$ cat src/rtl/sb_pkg.sv
package sb_pkg;

    typedef enum logic {
        DRN_IDLE,
        DRN_SEND
    } drn_state_e;

    typedef enum logic [1:0] {
        FNC_OPEN,
        FNC_FLUSH,
        FNC_DONE
    } fnc_state_e;

endpackage

$ cat src/rtl/sb_lookup.sv
module sb_lookup #(
    parameter int NUM_ENT = 4,
    parameter int ADDR_W  = 28,
    localparam int IDX_W  = $clog2(NUM_ENT)
) (
    input  logic [NUM_ENT-1:0]             ent_valid,
    input  logic [NUM_ENT-1:0]             ent_sealed,
    input  logic [NUM_ENT-1:0][ADDR_W-1:0] ent_addr,
    input  logic [ADDR_W-1:0]              st_addr,
    input  logic                           st_fire,
    output logic                           hit,
    output logic [IDX_W-1:0]               hit_idx,
    output logic                           free_any,
    output logic [IDX_W-1:0]               free_idx,
    output logic                           pick_any,
    output logic [IDX_W-1:0]               pick_idx
);

    logic [NUM_ENT-1:0] open_match;
    logic [NUM_ENT-1:0] drain_ok;
    logic [NUM_ENT-1:0] sealed_live;

    for (genvar g = 0; g < NUM_ENT; g++) begin : g_cmp
        assign open_match[g]  = ent_valid[g] & ~ent_sealed[g] & (ent_addr[g] == st_addr);
        assign drain_ok[g]    = ent_valid[g] & ~(st_fire & open_match[g]);
        assign sealed_live[g] = ent_valid[g] & ent_sealed[g];
    end

    // lowest-index open match
    always_comb begin
        hit     = 1'b0;
        hit_idx = '0;
        for (int i = NUM_ENT - 1; i >= 0; i--) begin
            if (open_match[i]) begin
                hit     = 1'b1;
                hit_idx = IDX_W'(i);
            end
        end
    end

    // lowest-index free slot
    always_comb begin
        free_any = 1'b0;
        free_idx = '0;
        for (int i = NUM_ENT - 1; i >= 0; i--) begin
            if (!ent_valid[i]) begin
                free_any = 1'b1;
                free_idx = IDX_W'(i);
            end
        end
    end

    // drain candidate: sealed first, otherwise only when every slot is occupied
    always_comb begin
        pick_any = 1'b0;
        pick_idx = '0;
        if (|sealed_live) begin
            for (int i = NUM_ENT - 1; i >= 0; i--) begin
                if (sealed_live[i]) begin
                    pick_any = 1'b1;
                    pick_idx = IDX_W'(i);
                end
            end
        end else if (&ent_valid) begin
            for (int i = NUM_ENT - 1; i >= 0; i--) begin
                if (drain_ok[i]) begin
                    pick_any = 1'b1;
                    pick_idx = IDX_W'(i);
                end
            end
        end
    end

endmodule

$ cat src/rtl/sb_drain_ctrl.sv
module sb_drain_ctrl
    import sb_pkg::*;
#(
    parameter int ADDR_W    = 28,
    parameter int BLK_BYTES = 16,
    localparam int DATA_W   = BLK_BYTES * 8
) (
    input  logic                 clk,
    input  logic                 rst_n,
    input  logic                 pick_any,
    input  logic [ADDR_W-1:0]    pick_addr,
    input  logic [DATA_W-1:0]    pick_data,
    input  logic [BLK_BYTES-1:0] pick_mask,
    input  logic                 wr_ready,
    output logic                 take,
    output logic                 busy,
    output logic                 wr_valid,
    output logic [ADDR_W-1:0]    wr_blk_addr,
    output logic [DATA_W-1:0]    wr_data,
    output logic [BLK_BYTES-1:0] wr_mask
);

    drn_state_e state_q, state_d;

    always_ff @(posedge clk or negedge rst_n) begin
        if (!rst_n) state_q <= DRN_IDLE;
        else        state_q <= state_d;
    end

    always_comb begin
        state_d = state_q;
        unique case (state_q)
            DRN_IDLE: if (pick_any) state_d = DRN_SEND;
            DRN_SEND: if (wr_ready) state_d = DRN_IDLE;
            default:  state_d = DRN_IDLE;
        endcase
    end

    always_comb begin
        take     = (state_q == DRN_IDLE) && pick_any;
        busy     = (state_q == DRN_SEND);
        wr_valid = (state_q == DRN_SEND);
    end

    always_ff @(posedge clk or negedge rst_n) begin
        if (!rst_n) begin
            wr_blk_addr <= '0;
            wr_data     <= '0;
            wr_mask     <= '0;
        end else if (take) begin
            wr_blk_addr <= pick_addr;
            wr_data     <= pick_data;
            wr_mask     <= pick_mask;
        end
    end

endmodule

$ cat src/rtl/sb_fence_ctrl.sv
module sb_fence_ctrl
    import sb_pkg::*;
(
    input  logic clk,
    input  logic rst_n,
    input  logic fence_req,
    input  logic buf_empty,
    input  logic drain_busy,
    output logic seal_all,
    output logic fence_ack,
    output logic accept_ok
);

    fnc_state_e state_q, state_d;

    always_ff @(posedge clk or negedge rst_n) begin
        if (!rst_n) state_q <= FNC_OPEN;
        else        state_q <= state_d;
    end

    always_comb begin
        state_d = state_q;
        unique case (state_q)
            FNC_OPEN:  if (fence_req)                state_d = FNC_FLUSH;
            FNC_FLUSH: if (buf_empty && !drain_busy) state_d = FNC_DONE;
            FNC_DONE:  if (!fence_req)               state_d = FNC_OPEN;
            default:                                 state_d = FNC_OPEN;
        endcase
    end

    always_comb begin
        seal_all  = (state_q == FNC_OPEN) && fence_req;
        fence_ack = (state_q == FNC_DONE);
        accept_ok = (state_q == FNC_OPEN) && !fence_req;
    end

endmodule

$ cat src/rtl/coalesce_store_buffer.sv
module coalesce_store_buffer #(
    parameter int NUM_ENT   = 4,
    parameter int ADDR_W    = 28,
    parameter int BLK_BYTES = 16
) (
    input  logic                   clk,
    input  logic                   rst_n,
    input  logic                   st_valid,
    output logic                   st_ready,
    input  logic [ADDR_W-1:0]      st_blk_addr,
    input  logic [BLK_BYTES*8-1:0] st_data,
    input  logic [BLK_BYTES-1:0]   st_mask,
    input  logic                   fence_req,
    output logic                   fence_ack,
    output logic                   wr_valid,
    input  logic                   wr_ready,
    output logic [ADDR_W-1:0]      wr_blk_addr,
    output logic [BLK_BYTES*8-1:0] wr_data,
    output logic [BLK_BYTES-1:0]   wr_mask
);

    localparam int DATA_W = BLK_BYTES * 8;
    localparam int IDX_W  = $clog2(NUM_ENT);

    logic [NUM_ENT-1:0]                ent_valid;
    logic [NUM_ENT-1:0]                ent_sealed;
    logic [NUM_ENT-1:0][ADDR_W-1:0]    ent_addr;
    logic [NUM_ENT-1:0][DATA_W-1:0]    ent_data;
    logic [NUM_ENT-1:0][BLK_BYTES-1:0] ent_mask;

    logic             hit, free_any, pick_any;
    logic [IDX_W-1:0] hit_idx, free_idx, pick_idx;
    logic             take, drain_busy, seal_all, accept_ok, st_fire;
    logic [DATA_W-1:0] merge_data, fresh_data;

    assign st_ready = accept_ok & (hit | free_any);
    assign st_fire  = st_valid & st_ready;

    sb_lookup #(
        .NUM_ENT (NUM_ENT),
        .ADDR_W  (ADDR_W)
    ) u_lookup (
        .ent_valid  (ent_valid),
        .ent_sealed (ent_sealed),
        .ent_addr   (ent_addr),
        .st_addr    (st_blk_addr),
        .st_fire    (st_fire),
        .hit        (hit),
        .hit_idx    (hit_idx),
        .free_any   (free_any),
        .free_idx   (free_idx),
        .pick_any   (pick_any),
        .pick_idx   (pick_idx)
    );

    sb_drain_ctrl #(
        .ADDR_W    (ADDR_W),
        .BLK_BYTES (BLK_BYTES)
    ) u_drain (
        .clk         (clk),
        .rst_n       (rst_n),
        .pick_any    (pick_any),
        .pick_addr   (ent_addr[pick_idx]),
        .pick_data   (ent_data[pick_idx]),
        .pick_mask   (ent_mask[pick_idx]),
        .wr_ready    (wr_ready),
        .take        (take),
        .busy        (drain_busy),
        .wr_valid    (wr_valid),
        .wr_blk_addr (wr_blk_addr),
        .wr_data     (wr_data),
        .wr_mask     (wr_mask)
    );

    sb_fence_ctrl u_fence (
        .clk        (clk),
        .rst_n      (rst_n),
        .fence_req  (fence_req),
        .buf_empty  (~|ent_valid),
        .drain_busy (drain_busy),
        .seal_all   (seal_all),
        .fence_ack  (fence_ack),
        .accept_ok  (accept_ok)
    );

    // byte lanes: a new entry keeps only enabled bytes, a merge overlays them
    for (genvar b = 0; b < BLK_BYTES; b++) begin : g_lane
        assign fresh_data[b*8 +: 8] = st_mask[b] ? st_data[b*8 +: 8] : 8'h00;
        assign merge_data[b*8 +: 8] = st_mask[b] ? st_data[b*8 +: 8]
                                                 : ent_data[hit_idx][b*8 +: 8];
    end

    for (genvar g = 0; g < NUM_ENT; g++) begin : g_slot
        logic                 v_q, s_q;
        logic [ADDR_W-1:0]    a_q;
        logic [DATA_W-1:0]    d_q;
        logic [BLK_BYTES-1:0] m_q;
        logic                 is_pick, is_hit, is_alloc;

        assign is_pick  = take && (pick_idx == IDX_W'(g));
        assign is_hit   = st_fire && hit && (hit_idx == IDX_W'(g));
        assign is_alloc = st_fire && !hit && (free_idx == IDX_W'(g));

        always_ff @(posedge clk or negedge rst_n) begin
            if (!rst_n) begin
                v_q <= 1'b0;
                s_q <= 1'b0;
                a_q <= '0;
                d_q <= '0;
                m_q <= '0;
            end else if (is_pick) begin
                v_q <= 1'b0;
                s_q <= 1'b0;
            end else begin
                if (seal_all && v_q) s_q <= 1'b1;
                if (is_hit) begin
                    d_q <= merge_data;
                    m_q <= m_q | st_mask;
                end else if (is_alloc) begin
                    v_q <= 1'b1;
                    s_q <= 1'b0;
                    a_q <= st_blk_addr;
                    d_q <= fresh_data;
                    m_q <= st_mask;
                end
            end
        end

        assign ent_valid[g]  = v_q;
        assign ent_sealed[g] = s_q;
        assign ent_addr[g]   = a_q;
        assign ent_data[g]   = d_q;
        assign ent_mask[g]   = m_q;
    end

endmodule

$ cat config.mk
export PLATFORM = sky130hd
export DESIGN_NAME = coalesce_store_buffer
export DESIGN_NICKNAME = d
export VERILOG_FILES = /design/src/rtl/sb_pkg.sv /design/src/rtl/sb_lookup.sv /design/src/rtl/sb_drain_ctrl.sv /design/src/rtl/sb_fence_ctrl.sv /design/src/rtl/coalesce_store_buffer.sv
export SDC_FILE = /design/constraint.sdc
export NUM_CORES = 2
export LEC_CHECK = 0
export CORE_MARGIN = 1.5
export CORE_UTILIZATION = 45
export CTS_CLUSTER_DIAMETER = 100
export DETAILED_ROUTE_END_ITERATION = 7
export GPL_TIMING_DRIVEN = 0
export PLACE_DENSITY_LB_ADDON = 0.15
export SETUP_SLACK_MARGIN = 0.15
export SYNTH_ARGS = -nofsm -noshare
export SYNTH_HDL_FRONTEND = slang
export SYNTH_HIERARCHICAL = 1
export SYNTH_SLANG_ARGS = --single-unit
$ cat constraint.sdc
create_clock -name clk -period 7.3 [get_ports clk]
set_clock_uncertainty 0.05 [all_clocks]
set_input_delay 1.46 -clock clk [delete_from_list [all_inputs] [get_ports clk]]
set_output_delay 1.46 -clock clk [all_outputs]
set_load 0.01 [all_outputs]
==> impl_metrics.csv <==
group,metric,value,unit
power_and_ir_drop,power.share.clock,24.9,%
finish,multi_input_comb_area,23500,sq um
finish,fillers,8807,
die,die_area,106000,sq um
clock_tree,clk_latency,690,ps
route,vias,32200,
power_and_ir_drop,leakagePower,24.4,nW
timing,slew_violations,10,
clock_tree,ctsHoldBuffers,0,
die,core,103000,sq um
die,dieWidth,326,um
clock_tree,post_cts.repair.setup_buffers,0,
synth,synthCells,3646,
route,viasPerCell,5.78,
route,routedWlPerCell,25.2,um
finish,instances_no_fill,5575,
timing,final.min_clock_period,6880,ps
synth,synth_common_cells,"871 x dfrtp_1, 795 x mux2_2, 513 x o21ai_0, 402 x nand2_1, 257 x mux2_4",
finish,nets,4284,
hold_path,hold_path_class,"flop to flop",
global_route,grt_use_total,26.2,%
run,cap_violations,1,
clock_tree,cts_root_buf,"clkbuf_16",
placement,dp.cells,5385,
global_route,grt_pass1_wl,211,mm
clock_tree,htreeDepth,3,
synth,synth_area,47000,sq um
synth,synth.most_common_cell,"dfrtp_1",
setup_path,start_kind,"input port",
route,wl,140,mm
clock_tree,cts.sinks,871,
placement,numPortBuffers,351,
clock_tree,cts_inserted_buffers,100,
synth,ys_ff_latch,871,
synth,yosysSeqAreaShare,46.4,%
timing,worst_pin_slew,1500,ps
timing,rsz0062_at_grt,"false",
synth,synthFlopType,"dfrtp_1",
die,ios,352,
timing,setup_violations,0,
clock_tree,clkSlewWorstSetupHoldPaths,60,ps
placement,dpl-instance-area,52500,sq um
power_and_ir_drop,seqPwrFrac,37.1,%
route,dr.pass1.iters,5,
route,drc,0,
route,drtIter0Drc,2154,
placement,place_hpwl,95.1,mm
finish,syn2layout_area_growth,19.3,%
die,start_util,45.4,%
synth,synth_edf_count,0,
global_route,grt_pass1_vias,33000,
setup_path,crit_type,"input port to flop",
global_route,grt_max_degree,115,
global_route,antenna_found_initial,6,
synth,syn_area_per_cell,12.9,sq um
power_and_ir_drop,peakVddDrop,0.197,mV
power_and_ir_drop,combPwrFrac,38.0,%
timing,post-route-period-util,94.3,%
die,die_h,326,um
clock_tree,cts_tree,"built",
placement,gp_congestion,0.847,
global_route,grt_overflow,0,
setup_path,cp_max_fo,14,
synth,syn-num-nets,3823,
timing,final_hold_viol_count,0,
synth,synthTopCellsByArea,"dfrtp_1 46%, mux2_2 19%, mux4_2 8.2%, mux2_4 8.2%, o21ai_0 5.5%",
finish,drive_gt1_share,38.7,%
outcome,failed_checks,"capacitance limit, slew limit",
synth,yosys_warnings,6,
power_and_ir_drop,powerDensity,393,nW/um^2
setup_path,endpoint_kind,"flop",
power_and_ir_drop,internal-power,15.2,mW
clock_tree,clock_path_buffers,3,
synth,postSynth.asyncResetShare,100,%
finish,stdcell_area,56100,sq um
setup_path,crit_arrival,7390,ps
timing,max_freq,145,MHz
power_and_ir_drop,swShare,31.0,%
route,ant_nets,0,
finish,seqCellArea,21800,sq um
power_and_ir_drop,power.switching,6.82,mW
timing,setup_tns,0,ps
timing,relSlewSlack,-0.0981,%
outcome,status,"finished, violations left",
synth,yosysUniqueCellTypes,61,
setup_path,required,7810,ps
synth,synth_top_area_share,46.4,%
synth,yosysTopAreaCell,"dfrtp_1",
die,num_rows,118,
## final cells by class
type	count	area share, %
diodes	1	0.00446
plain buffers	263	2.99
clock buffers	143	5.31
clock inverters	46	1.10
inverters	20	0.134
multi-input cells	2492	41.9
flip-flops and latches	871	38.9
well taps	1380	3.08
repair buffers	359	6.67
## logic make-up (layout without fill, tap and decap cells)
logic type                after synthesis  in the layout  synth area share, %
buffers and inverters                 283            831                 3.70
DFF                                   871            871                 46.4
other                                   0              1                    0
muxes                                1224           1224                 35.5
xor gates and xnor gates               98             98                 1.84
AOI/OAI and AO/OA                     615            615                 7.26
and+or+nand+nor                       555            555                 5.33
## layer usage
layer / track usage, % / vias to the layer above / routed length, um
met5: 0 / - / 44
met4: 9.24 / 8 / 4440
met3: 4.18 / 225 / 7670
met2: 41.4 / 914 / 65400
met1: 36.6 / 16700 / 62900
li1: - / 14300 / -
## what timing repair did
action | in CTS | in global routing
setup endpoints to repair | 80 | 78
pin swaps | 0 | 0
resized for setup | 9 | 5
## power by group through the flow
| stage | clock network [mW] | registers [mW] | logic, mW |
|---|---|---|---|
| floorplan | 0 | 7.87 | 6.00 |
| finish | 5.48 | 8.18 | 8.37 |
| global route | 5.76 | 8.42 | 8.89 |
| CTS | 5.58 | 8.16 | 8.44 |
| detailed placement | 0 | 8.21 | 8.41 |
| global placement | 0 | 8.20 | 8.29 |
## flip-flops by register name, summed over array words and instances, names as in the netlist
name                 flops
g_slot.s_q               4
u_drain/wr_data        128
g_slot.d_q             512
g_slot.m_q              64
u_drain/wr_mask         16
u_drain/wr_blk_addr     28
u_drain/busy             1
u_fence/state_q          2
g_slot.v_q               4
g_slot.a_q             112
## per-stage QoR
stage	hold slack (ps)	utilization, %	power [mW]	setup slack (ps)
after floorplan	410	-	13.9	1700
after global placement	431	50.5	16.5	-37230
after detailed placement	430	50.7	16.6	-1100
after CTS	450	54.2	22.2	254
after global routing	459	54.2	23.1	148
final	448	54.2	22.0	419
## cell usage in the layout (no fill, tap or decap), types with 18 or more instances in the layout
| cell | instances |
|---|---|
| clkdlybuf4s50_1 | 350 |
| mux4_2 | 172 |
| a22o_1 | 65 |
| buf_2 | 112 |
| buf_1 | 18 |
| dfrtp_1 | 871 |
| clkbuf_1 | 80 |
| buf_12 | 19 |
| mux2_4 | 257 |
| buf_4 | 19 |
| buf_6 | 21 |
| mux2_2 | 795 |
| nand2b_1 | 35 |
| o21ai_0 | 513 |
| xnor2_1 | 43 |
| clkbuf_8 | 27 |
| nand2_1 | 402 |
| clkinv_2 | 24 |
| xor2_1 | 54 |
| clkbuf_16 | 102 |
## final timing paths
path | cells after the start | start | slack [ps] | endpoint
max | 19 | st_blk_addr[24] | 420 | g_slot[3].a_q[12]
min | 1 | g_slot[3].m_q[3] | 450 | g_slot[3].m_q[3]
max reg2reg | 18 | g_slot[0].a_q[24] | 1500 | g_slot[3].a_q[12]
min reg2reg | 1 | g_slot[3].m_q[3] | 450 | g_slot[3].m_q[3]
max in group asynchronous | 5 | rst_n | 4270 | g_slot[2].d_q[64]
min in group asynchronous | 1 | rst_n | 640 | u_drain/wr_blk_addr[8]
## critical path, cell delays in order
cell	delay, ps
clkdlybuf4s50_1	670
xor2_1	250
nor4_1	600
nand2_1	180
nor4_2	490
nor2_1	80
nand2_1	150
o21a_1	220
and2_1	260
nand2_1	90
a2111oi_2	390
o21ai_1	160
nor2b_4	180
buf_12	190
buf_12	180
and3_1	220
nor3_2	840
buf_4	380
mux2_2	370
Note: power is estimated with default switching activity, not from simulation.
